### src/rtl/adc_trig_pkg.sv
package adc_trig_pkg;
  localparam int SEL_W = 6;
  localparam logic [SEL_W-1:0] SEL_NONE = '1;
  localparam logic [15:0] REG_MASK = 16'h3F3F;

  typedef enum logic [1:0] {
    MODE_SINGLE = 2'd0,
    MODE_CONT   = 2'd1,
    MODE_GROUP  = 2'd2,
    MODE_DOUBLE = 2'd3
  } scanMode_e;

  // control -> datapath: which start flop to set this cycle
  typedef struct packed {
    logic issueA;
    logic issueB;
  } startStrobe_t;

  // datapath -> control: qualified trigger events
  typedef struct packed {
    logic syncEdgeA;
    logic syncEdgeB;
    logic asyncFall;
    logic selBNone;
  } trigEvent_t;
endpackage

### src/rtl/adc_trig_dp.sv
module adc_trig_dp
  import adc_trig_pkg::*;
#(
  parameter int SYNC_W = 62
) (
  input  logic              clk,
  input  logic              rstN,
  input  logic              regWrEn,
  input  logic [15:0]       regWrData,
  output logic [15:0]       regRdData,
  input  logic [SYNC_W-1:0] syncTrig,
  input  logic              asyncTrigN,
  input  startStrobe_t      strobe,
  output trigEvent_t        evt,
  output logic              startA,
  output logic              startB
);
  localparam int ASYNC_STAGES = 3;

  logic [15:0]             regQ;
  logic [SEL_W-1:0]        selA;
  logic [SEL_W-1:0]        selB;
  logic [SYNC_W-1:0]       trigQ;
  logic [SYNC_W-1:0]       trigQQ;
  logic [SYNC_W-1:0]       edgeVec;
  logic [ASYNC_STAGES-1:0] asyncSync;

  function automatic logic pickEdge(input logic [SYNC_W-1:0] edges,
                                    input logic [SEL_W-1:0] sel);
    logic hit;
    hit = 1'b0;
    for (int i = 0; i < SYNC_W; i++) begin
      if (int'(sel) == i + 1) hit = edges[i];
    end
    return hit;
  endfunction

  always_ff @(posedge clk or negedge rstN) begin
    if (!rstN) regQ <= '0;
    else if (regWrEn) regQ <= regWrData & REG_MASK;
  end

  assign regRdData = regQ;
  assign selA = regQ[13:8];
  assign selB = regQ[5:0];

  // synchronising stage for the timer-domain lines, then edge history
  always_ff @(posedge clk or negedge rstN) begin
    if (!rstN) begin
      trigQ  <= '0;
      trigQQ <= '0;
    end else begin
      trigQ  <= syncTrig;
      trigQQ <= trigQ;
    end
  end

  assign edgeVec = trigQ & ~trigQQ;

  // two-flop synchroniser plus one history flop; pin idles high
  always_ff @(posedge clk or negedge rstN) begin
    if (!rstN) asyncSync <= '1;
    else asyncSync <= {asyncSync[ASYNC_STAGES-2:0], asyncTrigN};
  end

  always_comb begin
    evt.syncEdgeA = pickEdge(edgeVec, selA);
    evt.syncEdgeB = pickEdge(edgeVec, selB);
    evt.asyncFall = asyncSync[ASYNC_STAGES-1] & ~asyncSync[ASYNC_STAGES-2];
    evt.selBNone  = (selB == SEL_NONE);
  end

  always_ff @(posedge clk or negedge rstN) begin
    if (!rstN) begin
      startA <= 1'b0;
      startB <= 1'b0;
    end else begin
      startA <= strobe.issueA;
      startB <= strobe.issueB;
    end
  end

  a_r2_write_mask: assert property (@(posedge clk) disable iff (!rstN)
    regWrEn |=> (regRdData == ($past(regWrData) & 16'h3F3F)));

  a_r3_single_pulse: assert property (@(posedge clk) disable iff (!rstN)
    startA |=> !startA);

  a_r10_one_group: assert property (@(posedge clk) disable iff (!rstN)
    !(startA && startB));
endmodule

### src/rtl/adc_trig_ctl.sv
module adc_trig_ctl
  import adc_trig_pkg::*;
(
  input  logic         clk,
  input  logic         rstN,
  input  trigEvent_t   evt,
  input  logic         swStart,
  input  logic         trgEn,
  input  logic         extTrg,
  input  logic [1:0]   scanMode,
  input  logic         gaPriority,
  input  logic         gbContRestart,
  input  logic         busy,
  input  logic         startA,
  input  logic         startB,
  output startStrobe_t strobe
);
  scanMode_e mode;
  logic scanActive;
  logic syncOk;
  logic asyncOk;
  logic swAsyncAllowed;
  logic isGroup;
  logic contB;
  logic reqA;
  logic reqB;
  logic pendB;

  assign mode           = scanMode_e'(scanMode);
  assign scanActive     = busy | startA | startB;
  assign syncOk         = trgEn & ~extTrg;
  assign asyncOk        = trgEn & extTrg;
  assign swAsyncAllowed = (mode == MODE_SINGLE) || (mode == MODE_CONT);
  assign isGroup        = (mode == MODE_GROUP);
  assign contB          = isGroup & gaPriority & gbContRestart & trgEn & evt.selBNone;

  assign reqA = (evt.syncEdgeA & syncOk)
              | (swAsyncAllowed & (swStart | (evt.asyncFall & asyncOk)));
  assign reqB = isGroup & ((evt.syncEdgeB & syncOk) | contB);

  always_comb begin
    strobe.issueA = ~scanActive & reqA;
    strobe.issueB = ~scanActive & ~reqA & (reqB | pendB);
  end

  always_ff @(posedge clk or negedge rstN) begin
    if (!rstN) pendB <= 1'b0;
    else if (!isGroup) pendB <= 1'b0;
    else if (strobe.issueB) pendB <= 1'b0;
    else if (!scanActive && reqA && reqB) pendB <= 1'b1;
  end

  a_r9_busy_blocks: assert property (@(posedge clk) disable iff (!rstN)
    busy |-> !(strobe.issueA || strobe.issueB));

  a_r8_b_group_only: assert property (@(posedge clk) disable iff (!rstN)
    strobe.issueB |-> (mode == MODE_GROUP));

  a_r7_sw_blocked: assert property (@(posedge clk) disable iff (!rstN)
    (swStart && !swAsyncAllowed && !(evt.syncEdgeA && syncOk)) |-> !strobe.issueA);

  a_r10_pend_a_first: assert property (@(posedge clk) disable iff (!rstN)
    (!scanActive && reqA && reqB) |=> (pendB && startA && !startB));
endmodule

### src/rtl/adc_trig_sel.sv
module adc_trig_sel
  import adc_trig_pkg::*;
#(
  parameter int SYNC_W = 62
) (
  input  logic              clk,
  input  logic              rstN,
  input  logic              regWrEn,
  input  logic [15:0]       regWrData,
  output logic [15:0]       regRdData,
  input  logic              trgEn,
  input  logic              extTrg,
  input  logic [SYNC_W-1:0] syncTrig,
  input  logic              asyncTrigN,
  input  logic              swStart,
  input  logic [1:0]        scanMode,
  input  logic              gaPriority,
  input  logic              gbContRestart,
  input  logic              busy,
  output logic              startA,
  output logic              startB
);
  startStrobe_t strobe;
  trigEvent_t   evt;

  adc_trig_dp #(.SYNC_W(SYNC_W)) dp_i (
    .clk(clk), .rstN(rstN),
    .regWrEn(regWrEn), .regWrData(regWrData), .regRdData(regRdData),
    .syncTrig(syncTrig), .asyncTrigN(asyncTrigN),
    .strobe(strobe), .evt(evt),
    .startA(startA), .startB(startB)
  );

  adc_trig_ctl ctl_i (
    .clk(clk), .rstN(rstN), .evt(evt),
    .swStart(swStart), .trgEn(trgEn), .extTrg(extTrg),
    .scanMode(scanMode), .gaPriority(gaPriority),
    .gbContRestart(gbContRestart), .busy(busy),
    .startA(startA), .startB(startB), .strobe(strobe)
  );
endmodule

### config.mk
export PLATFORM = sky130hd
export DESIGN_NAME = adc_trig_sel
export DESIGN_NICKNAME = d
export VERILOG_FILES = /design/src/rtl/adc_trig_pkg.sv /design/src/rtl/adc_trig_dp.sv /design/src/rtl/adc_trig_ctl.sv /design/src/rtl/adc_trig_sel.sv
export SDC_FILE = /design/constraint.sdc
export NUM_CORES = 1
export LEC_CHECK = 0
export BUFFER_PORTS_ARGS = -buffer_cell sky130_fd_sc_hd__buf_2
export CAP_MARGIN = 20
export CORE_MARGIN = 8
export CORE_UTILIZATION = 40
export CTS_BUF_LIST = sky130_fd_sc_hd__clkbuf_2 sky130_fd_sc_hd__clkbuf_4 sky130_fd_sc_hd__clkbuf_8
export CTS_CLUSTER_DIAMETER = 40
export DETAILED_ROUTE_END_ITERATION = 6
export PLACE_DENSITY = 0.61
export SLEW_MARGIN = 20
export SYNTH_ARGS = -nofsm -noshare
export SYNTH_HDL_FRONTEND = slang
export SYNTH_SLANG_ARGS = --single-unit
export TNS_END_PERCENT = 20
### constraint.sdc
create_clock -name clk -period 4.1 [get_ports clk]
set_clock_uncertainty 0.1 [all_clocks]
set_input_delay 0.82 -clock clk [delete_from_list [all_inputs] [get_ports clk]]
set_output_delay 0.82 -clock clk [all_outputs]
set_load 0.02 [all_outputs]
[Yosys cells after proc, flatten, opt, wreduce, memory -nomap -nowiden]
Index checks and enable logic that the tools add are counted.
Cells by class
  eq/ne operators: 128
  multiplexer cells: 127
  bitwise operators: 27
  reductions and logical operators: 5
Operators with widths (number)
  6-bit == test, second input constant: 65
  6-bit by 5-bit == test with 1-bit output, second input constant: 32
  1-bit 2-to-1 mux: 127
  6-bit by 4-bit == test with 1-bit output, second input constant: 16
  62-bit AND: 1
  62-bit inverter: 1
  6-bit by 3-bit == test with 1-bit output, second input constant: 8
  6-bit by 2-bit == test with 1-bit output, second input constant: 4
  1-bit AND: 15
  1-bit OR: 6
  1-bit inverter: 4
  3-bit inequality test, second input constant: 1
  2-bit by 1-bit == test with 1-bit output, second input constant: 1
  2-bit == test, second input constant: 1
  1-bit logical AND: 2
  2-bit logical NOT: 1
  1-bit logical NOT: 1
  1-bit logical OR: 1
Storage, ports and cells
  flip-flop bits (word level): 142
  input bits: 90
  output and inout port bits: 18
  logic and storage cells: 294

[Longest topological paths before layout]
Gate-level depths: netlist of the first run.
  depth in word-level cells: 71
  depth in mapped cells: 10
  gate-level depth less buffers: 8

[Cells and area by module]
A second synthesis of the first run with hierarchy kept.
Second synthesis, totals
  cell total of the unflattened synthesis: 567
  area, all modules: 6142.1 um^2
By module, submodules not included
  adc_trig_dp: times used 1, cells each 552, area each 6004.5 um^2, seq. area each 3532.1 um^2
  adc_trig_ctl: times used 1, cells each 15, area each 137.6 um^2, seq. area each 25.0 um^2

[Least setup slack after synthesis of the first run]
OpenSTA, ideal clock, no wires.
  kind: register to register
  from: register dp_i.regQ[8], in the netlist dp_i.regRdData[8]
  to: register ctl_i.pendB
  library setup time: 67 ps
  arrival time: 2043 ps
  data required time: 3933 ps
  setup slack: 1890 ps
  stages on the path, launching flop included: 10
  buffers on the path: 1
  period minus slack after synthesis: 2210 ps
  cells stage by stage: dfrtp_1 buf_4 clkinv_1 mux2i_1 a2111oi_0 nor3_1 o32ai_1 o21ai_0 nand3b_1 o2111a_1
On the way
  longest elaborated chain between the ends: 70
  elaborated cells between the ends (all ways): 134
  those cells by class: eq/ne: 63; mux: 64; bitwise: 5; reduce/logical: 2
RTL lines
  start, declared: RTL line adc_trig_dp.sv:20  | logic [15:0] regQ;
  start signal, assigned: RTL line adc_trig_dp.sv:40  | else if (regWrEn) regQ <= regWrData & REG_MASK;
  6-bit by 2-bit == test with 1-bit output: RTL line adc_trig_dp.sv:33  | if (int'(sel) == i + 1) hit = edges[i];
  1-bit 2-to-1 mux (61 in series): RTL line adc_trig_dp.sv:33
  1-bit 2-to-1 mux (*): RTL line adc_trig_dp.sv:33
  1-bit AND (*): RTL line adc_trig_ctl.sv:37  | assign reqA = (evt.syncEdgeA & syncOk)
  1-bit OR (*): RTL line adc_trig_ctl.sv:38  | | (swAsyncAllowed & (swStart | (evt.asyncFall & asyncOk)));
  1-bit inverter: RTL line adc_trig_ctl.sv:43  | strobe.issueB = ~scanActive & ~reqA & (reqB | pendB);
  1-bit AND (2 in series): RTL line adc_trig_ctl.sv:43
  1-bit 2-to-1 mux: RTL line adc_trig_ctl.sv:49  | else if (strobe.issueB) pendB <= 1'b0;
  1-bit 2-to-1 mux: RTL line adc_trig_ctl.sv:48  | else if (!isGroup) pendB <= 1'b0;
  end signal, assigned: RTL line adc_trig_ctl.sv:48
  end signal, assigned: RTL line adc_trig_ctl.sv:49
  end signal, assigned: RTL line adc_trig_ctl.sv:50  | else if (!scanActive && reqA && reqB) pendB <= 1'b1;
  end, declared: RTL line adc_trig_ctl.sv:27  | logic pendB;
Mark *: on every way between the ends. The rest lies on a longest branch, timed or not.
A chain may end at the register's enable or synchronous reset.

[Worst setup path after layout of the first run]
Ends and elaborated chain as after synthesis.

==> results.txt, run 1 <==
Status: finished, final reports clean
Post-CTS setup buffer count: 0
Tmin final: 3.20 ns
Fin crit share: 0.781
CTS Hold Bufs: 0
Reg2reg setup slack: 0.90 ns
Sequential Area: 3560 um2
Detail Route Antenna Nets: 0
Synth top area cells: dfrtp_1, o21ai_0, nand2b_1
Core area: 15100 um2
Reg clk slew, reported paths: 0.09 ns
GPL Wtd Cong: 0.909
Yosys warning count: 0
Drt pass-1 iters: 5
# IOs: 108
Final setup viols: 0
Initial antenna violation count: 0
Crit-path slowest cell: a2111oi_0
Vias in the first global route: 5030
Cell taking the most area after synthesis: dfrtp_1
Max VDD drop: 250 uV
Root Driver: clkbuf_8
Initial Util: 0.406
CTS tree: done
Num CTS Buffers: 17
Synthesized area: 6130 um2
Clk_lat worst skew: 0.46 ns
Fill cells: 1422
Final-stage net count: 739
All-Layer GR Usage: 0.198
Grt total ovfl: 0
Die Y: 140 um
Worst path cell trace: clkinv_1, mux2i_1, a2111oi_0, nor3_1, o32ai_1, o21ai_0, nand3b_1, o2111a_1
Max_cap viols: 0
Final Hold Fails: 0
Post-synth ARST share: 1.00
Post-Synth XOR/XNOR Area: 0
PD cells: 437 nW/um2
Final setup TNS: 0 ns
Residual DRC count: 0
Met3 Usage GRT: 0.0451
Die Wd: 140 um
Critical path arrival: 3.50 ns
Syn-to-layout area delta: 17.9%
Row count: 45
Via density: 5.74
Post-synthesis compound-gate area fraction: 0.163
Static Leak: 3.12 nW
DPL Wire Length: 14200 um
Flops & latches, synth: 142
Commonest non-fill, non-tap cell in the layout: dfrtp_1
Ant. Diodes: 0
Largest family of logic cells by synthesized area: simple AND/OR/NAND/NOR gates
Critical path endpoint category: flip-flop
CP max FO: 10
Fmax: 312 MHz
Die area: 19500 um2
Pins Over Slew Limit: 0
Critical path startpoint category: flip-flop
RSZ-0062 raised after global routing: no
Adder-cell share of the synthesized area: 0
Multi-input gate area: 2330 um2
Req. time, crit path: 4.40 ns
Largest net degree at the start of global routing: 85
Most frequent cells in the layout: dfrtp_1, buf_2, o21ai_0, nand2b_1, nor2b_1
H-tree depth: 4
# port buffers: 99
Power, Total: 3.16 mW
WL per Instance: 22.3 um
Met1 global-route usage: 0.261
Mux cell area share after synthesis: 0.0233
Detailed Route WL: 18900 um
Clock sink count: 142
Hold depth: 0
CTS-repair resized insts: 0
Global routing's busiest layer: met2
Hold Path Class: flip-flop to flip-flop
Dominant synthesized flop cell: dfrtp_1
R2R depth: 8
Met2 usage: 0.307
Sequential fraction of the synthesis area: 0.581
Cell count after synthesis: 545
Post-synth top area share: 0.568
Synth cell types: 68
Mean Syn Cell Area: 11.2 um2
Layout cells sized above 1: 0.254
CTS Buffer Depth: 2
Number of flops mapped to enable cells by yosys: 0
First-pass GRT wire length: 29200 um
DR iter-0 viols: 492
Simple-gate share of the synthesized area: 0.192
WS Path Type: flip-flop to flip-flop
Tightest Pin Transition: 0.928 ns
DR vias: 4875
Slowest stage delay, CP: 0.74 ns
Max-slew headroom: 0.373
==> report_power, final <==
group | leakage, nW | switching, mW | total, mW | internal, mW
clock network | 0.203 | 0.577 | 1.15 | 0.569
registers | 1.66 | 0.0767 | 1.55 | 1.48
logic | 1.26 | 0.286 | 0.460 | 0.174
==> worst max-delay path, delay by kind of cell (launching register included) <==
family / cells / cell delay (ns)
AO/OA/AOI/OAI: 4 / 1.46
flip-flops: 1 / 0.54
buffers and inverters: 1 / 0.48
AND/OR/NAND/NOR: 2 / 0.35
multiplexers: 1 / 0.23
==> stage by stage <==
| step | utilization | setup WS, ns | hold WS [ns] | std cells | instance area [um2] |
|---|---|---|---|---|---|
| 2_1_floorplan | - | 1.89 | 0.245 | 548 | 6140 |
| 3_3_place_gp | 0.452 | 1.00 | 0.246 | 818 | 6830 |
| 3_5_place_dp | 0.452 | 0.998 | 0.250 | 818 | 6830 |
| 4_1_cts | 0.479 | 0.953 | 0.255 | 849 | 7230 |
| 5_1_grt | 0.479 | 0.805 | 0.265 | 849 | 7230 |
| 6_report | 0.479 | 0.897 | 0.255 | 849 | 7230 |
==> Yosys cell counts, types with 9 or more instances <==
| master | instances |
|---|---|
| inv_1 | 18 |
| o211ai_1 | 9 |
| nor3b_1 | 17 |
| nor2_1 | 16 |
| nand2_1 | 22 |
| dfrtp_1 | 139 |
| nand2b_1 | 32 |
| a31oi_1 | 13 |
| o21ai_0 | 41 |
| nor3_1 | 13 |
| a21oi_1 | 27 |
| clkbuf_1 | 10 |
| buf_2 | 14 |
| nand3_1 | 9 |
| nor2b_1 | 30 |
==> registers in the layout, summed over array words and instances, names as in the netlist <==
signal	flops
ctl_i.pendB	1
dp_i.asyncSync	3
dp_i.regRdData	12
dp_i.startA	1
dp_i.startB	1
dp_i.trigQ	62
dp_i.trigQQ	62
==> final timing paths <==
| path | to | start |
|---|---|---|
| max | ctl_i.pendB | dp_i.regRdData[8] |
| max reg2reg | ctl_i.pendB | dp_i.regRdData[8] |
| min in group asynchronous | dp_i.trigQQ[35] | rstN |
| min | dp_i.trigQQ[35] | dp_i.trigQ[35] |
| max in group asynchronous | dp_i.asyncSync[2] | rstN |
| min reg2reg | dp_i.trigQQ[35] | dp_i.trigQ[35] |
==> logic make-up after synthesis <==
family	count (synthesis)
and+or+nand+nor	191
buffers and inverters	51
AOI/OAI and AO/OA	149
muxes	11
DFF	142
other	1
==> metal layers <==
metal | vias up | wire length [um]
met4 | 0 | 505
met2 | 212 | 8710
met3 | 35 | 1150
li1 | 2192 | -
met1 | 2436 | 8560
met5 | - | 0
==> cell type report <==
class	count	area share
clock inverter	13	0.0213
sequential	142	0.492
timing repair buffer	114	0.0867
inverter	19	0.00987
clock buffer	18	0.0343
multi-input combinational	355	0.323
tap	188	0.0325
(Power assumes the default switching activity.)
==> run 2: changes to the inputs <==
Settings changed: PLACE_DENSITY 0.61 to 0.64.
Clock period 4.1 ns to 2.94 ns, I/O delays scaled along.
==> results.txt, run 2 (synthesized netlist as in run 1, its figures left out) <==
Fin crit share: 0.974 (+0.192)
Most frequent cells in the layout: dfrtp_1, buf_2, buf_4, o21ai_0, nand2b_1
Root Driver: clkbuf_8
Die area: 19500 um2 (unchanged)
Detail Route Antenna Nets: 0 (unchanged)
Net switching power: 1.28 mW (+36%)
Met3 Usage GRT: 0.0534 (+0.00821)
Max VDD drop: 545 uV (+120%)
Row count: 45 (unchanged)
Critical path arrival: 3.12 ns (-0.38 ns)
Worst reg2reg path endpoint: dp_i.startB
All-Layer GR Usage: 0.201 (+0.00367)
Via density: 5.52 (-3.9%)
Commonest non-fill, non-tap cell in the layout: dfrtp_1
Static Leak: 3.31 nW (+6.1%)
H-tree depth: 4 (unchanged)
Clock sink count: 142 (unchanged)
Die Y: 140 um (unchanged)
Critical path endpoint category: flip-flop
Clock power share: 0.319 (-0.044)
Place WS: 0.219 ns (-0.780 ns)
Ant. Diodes: 0 (unchanged)
Final-stage net count: 781 (+5.7%)
Hold Path Class: primary input to async pin
Status: finished, final reports clean
Power, Total: 4.25 mW (+35%)
Reg-to-Reg Start: dp_i.regRdData[2]
Fill cells: 1427 (+0.35%)
Tmin final: 2.86 ns (-0.341 ns)
Num CTS Buffers: 17 (unchanged)
Max-slew headroom: 0.398 (+0.0250)
Grt total ovfl: 0 (unchanged)
WL per Instance: 21.5 um (-3.7%)
Sequential share of power: 0.505 (+0.013)
GPL Wtd Cong: 0.905 (-0.49%)
# port buffers: 99 (unchanged)
Tightest Pin Transition: 0.892 ns (-0.0358 ns)
R2R depth: 11 (+3)
Met1 global-route usage: 0.257 (-0.00464)
Detailed Route WL: 19100 um (+0.97%)
Initial antenna violation count: 0 (unchanged)
Req. time, crit path: 3.20 ns (-1.20 ns)
Vias in the first global route: 5268 (+4.7%)
Max_cap viols: 0 (unchanged)
Core area: 15100 um2 (unchanged)
Worst Slack Setup Final: 0.0779 ns (-0.819 ns)
Global routing's busiest layer: met2
First-pass GRT wire length: 29900 um (+2.4%)
Final setup viols: 0 (unchanged)
CTS Hold Bufs: 0 (unchanged)
DR vias: 4913 (+0.78%)
Switch share: 0.301 (+0.00321)
Layout cells sized above 1: 0.301 (+0.0464)
PD cells: 566 nW/um2 (+30%)
DPL Wire Length: 14900 um (+5.4%)
Logic pwr share: 0.176 (+0.030)
# IOs: 108 (unchanged)
CP max FO: 13 (+3)
Met2 usage: 0.314 (+0.00616)
Pins Over Slew Limit: 0 (unchanged)
Syn-to-layout area delta: 22.7%
Internal Power: 2.98 mW (+34%)
CTS tree: done
Clk_lat worst skew: 0.45 ns (about the same)
Non-Filler Instances: 890 (+4.8%)
Final Hold Fails: 0 (unchanged)
Die Wd: 140 um (unchanged)
Largest net degree at the start of global routing: 143 (+68%)
Reg clk slew, reported paths: 0.08 ns (about the same)
DR iter-0 viols: 582 (+18%)
WS Path Type: flip-flop to flip-flop
Fmax: 349 MHz (+12%)
Post-CTS setup buffer count: 0 (unchanged)
Critical path startpoint category: flip-flop
Initial Util: 0.406 (unchanged)
Residual DRC count: 0 (unchanged)
Placed Cells: 860 (+5.1%)
Drt pass-1 iters: 5 (unchanged)
Reg2reg setup slack: 0.08 ns (-0.82 ns)
CTS Buffer Depth: 2 (unchanged)
run 2: cell types whose count changed in the layout (fill, tap and decap cells not counted), sizes merged:
cell / change
buf: +42
bufinv: -2
clkinv: +5
clkinvlp: +1
inv: -5
run 2: metrics by stage:
step	setup TNS (ns)	hold slack (ns)	instance area [um2]	util
2_1_floorplan	0	0.192	6140	-
3_3_place_gp	0	0.245	7170	0.475
3_5_place_dp	0	0.247	7170	0.475
4_1_cts	0	0.107	7500	0.497
5_1_grt	-0.0100	0.101	7520	0.498
6_report	0	0.130	7520	0.498
run 2: repair_timing:
item | CTS | global route
endpoints found under the hold margin | 0 | 0
endpoints found under the setup margin | 0 | 2
resized for setup | 0 | 2
run 2: cell type report:
| class | count | area (um2) | share of cell area |
|---|---|---|---|
| sequential | 142 | 3560 | 0.473 |
| multi-input combinational | 355 | 2350 | 0.312 |
| timing repair buffer | 156 | 967 | 0.129 |
| clock buffer | 18 | 248 | 0.0330 |
| tap | 188 | 235 | 0.0313 |
| clock inverter | 12 | 91.3 | 0.0121 |
| inverter | 19 | 71.3 | 0.00949 |
run 2: critical path, stage by stage (launching register included):
cell      delay (ns)
dfrtp_1         0.58
buf_4           0.26
and3b_1         0.25
o21ai_0         0.10
o21ai_0         0.39
o31ai_1         0.13
buf_4           0.15
o31ai_2         0.18
a21oi_1         0.10
buf_4           0.15
o211ai_2        0.17
nor3b_2         0.21
run 2: power groups by stage:
stage	clock [mW]	sequential [mW]	combinational (mW)
global route	1.48	2.16	0.812
CTS	1.40	2.15	0.745
global placement	0	2.18	0.740
finish	1.36	2.15	0.750
detailed placement	0	2.19	0.742
floorplan	0	2.16	0.377
run 2: worst max-delay path by stage:
| stage | start | to | slack (ns) |
|---|---|---|---|
| after floorplan | dp_i.regRdData[8] | ctl_i.pendB | 0.73 |
| after global placement | dp_i.regRdData[1] | dp_i.startB | 0.18 |
| after detailed placement | dp_i.regRdData[8] | ctl_i.pendB | 0.22 |
| after CTS | dp_i.regRdData[8] | ctl_i.pendB | 0.20 |
| after global routing | dp_i.regRdData[2] | dp_i.startB | -0.01 |
| final | dp_i.regRdData[2] | dp_i.startB | 0.08 |
run 2: routing by layer:
metal / vias to the layer above / routed length, um / share of wire
met5: - / 0 / 0
met1: 2408 / 8440 / 0.44
li1: 2272 / - / -
met4: 0 / 644 / 0.034
met2: 198 / 8870 / 0.46
met3: 35 / 1150 / 0.060
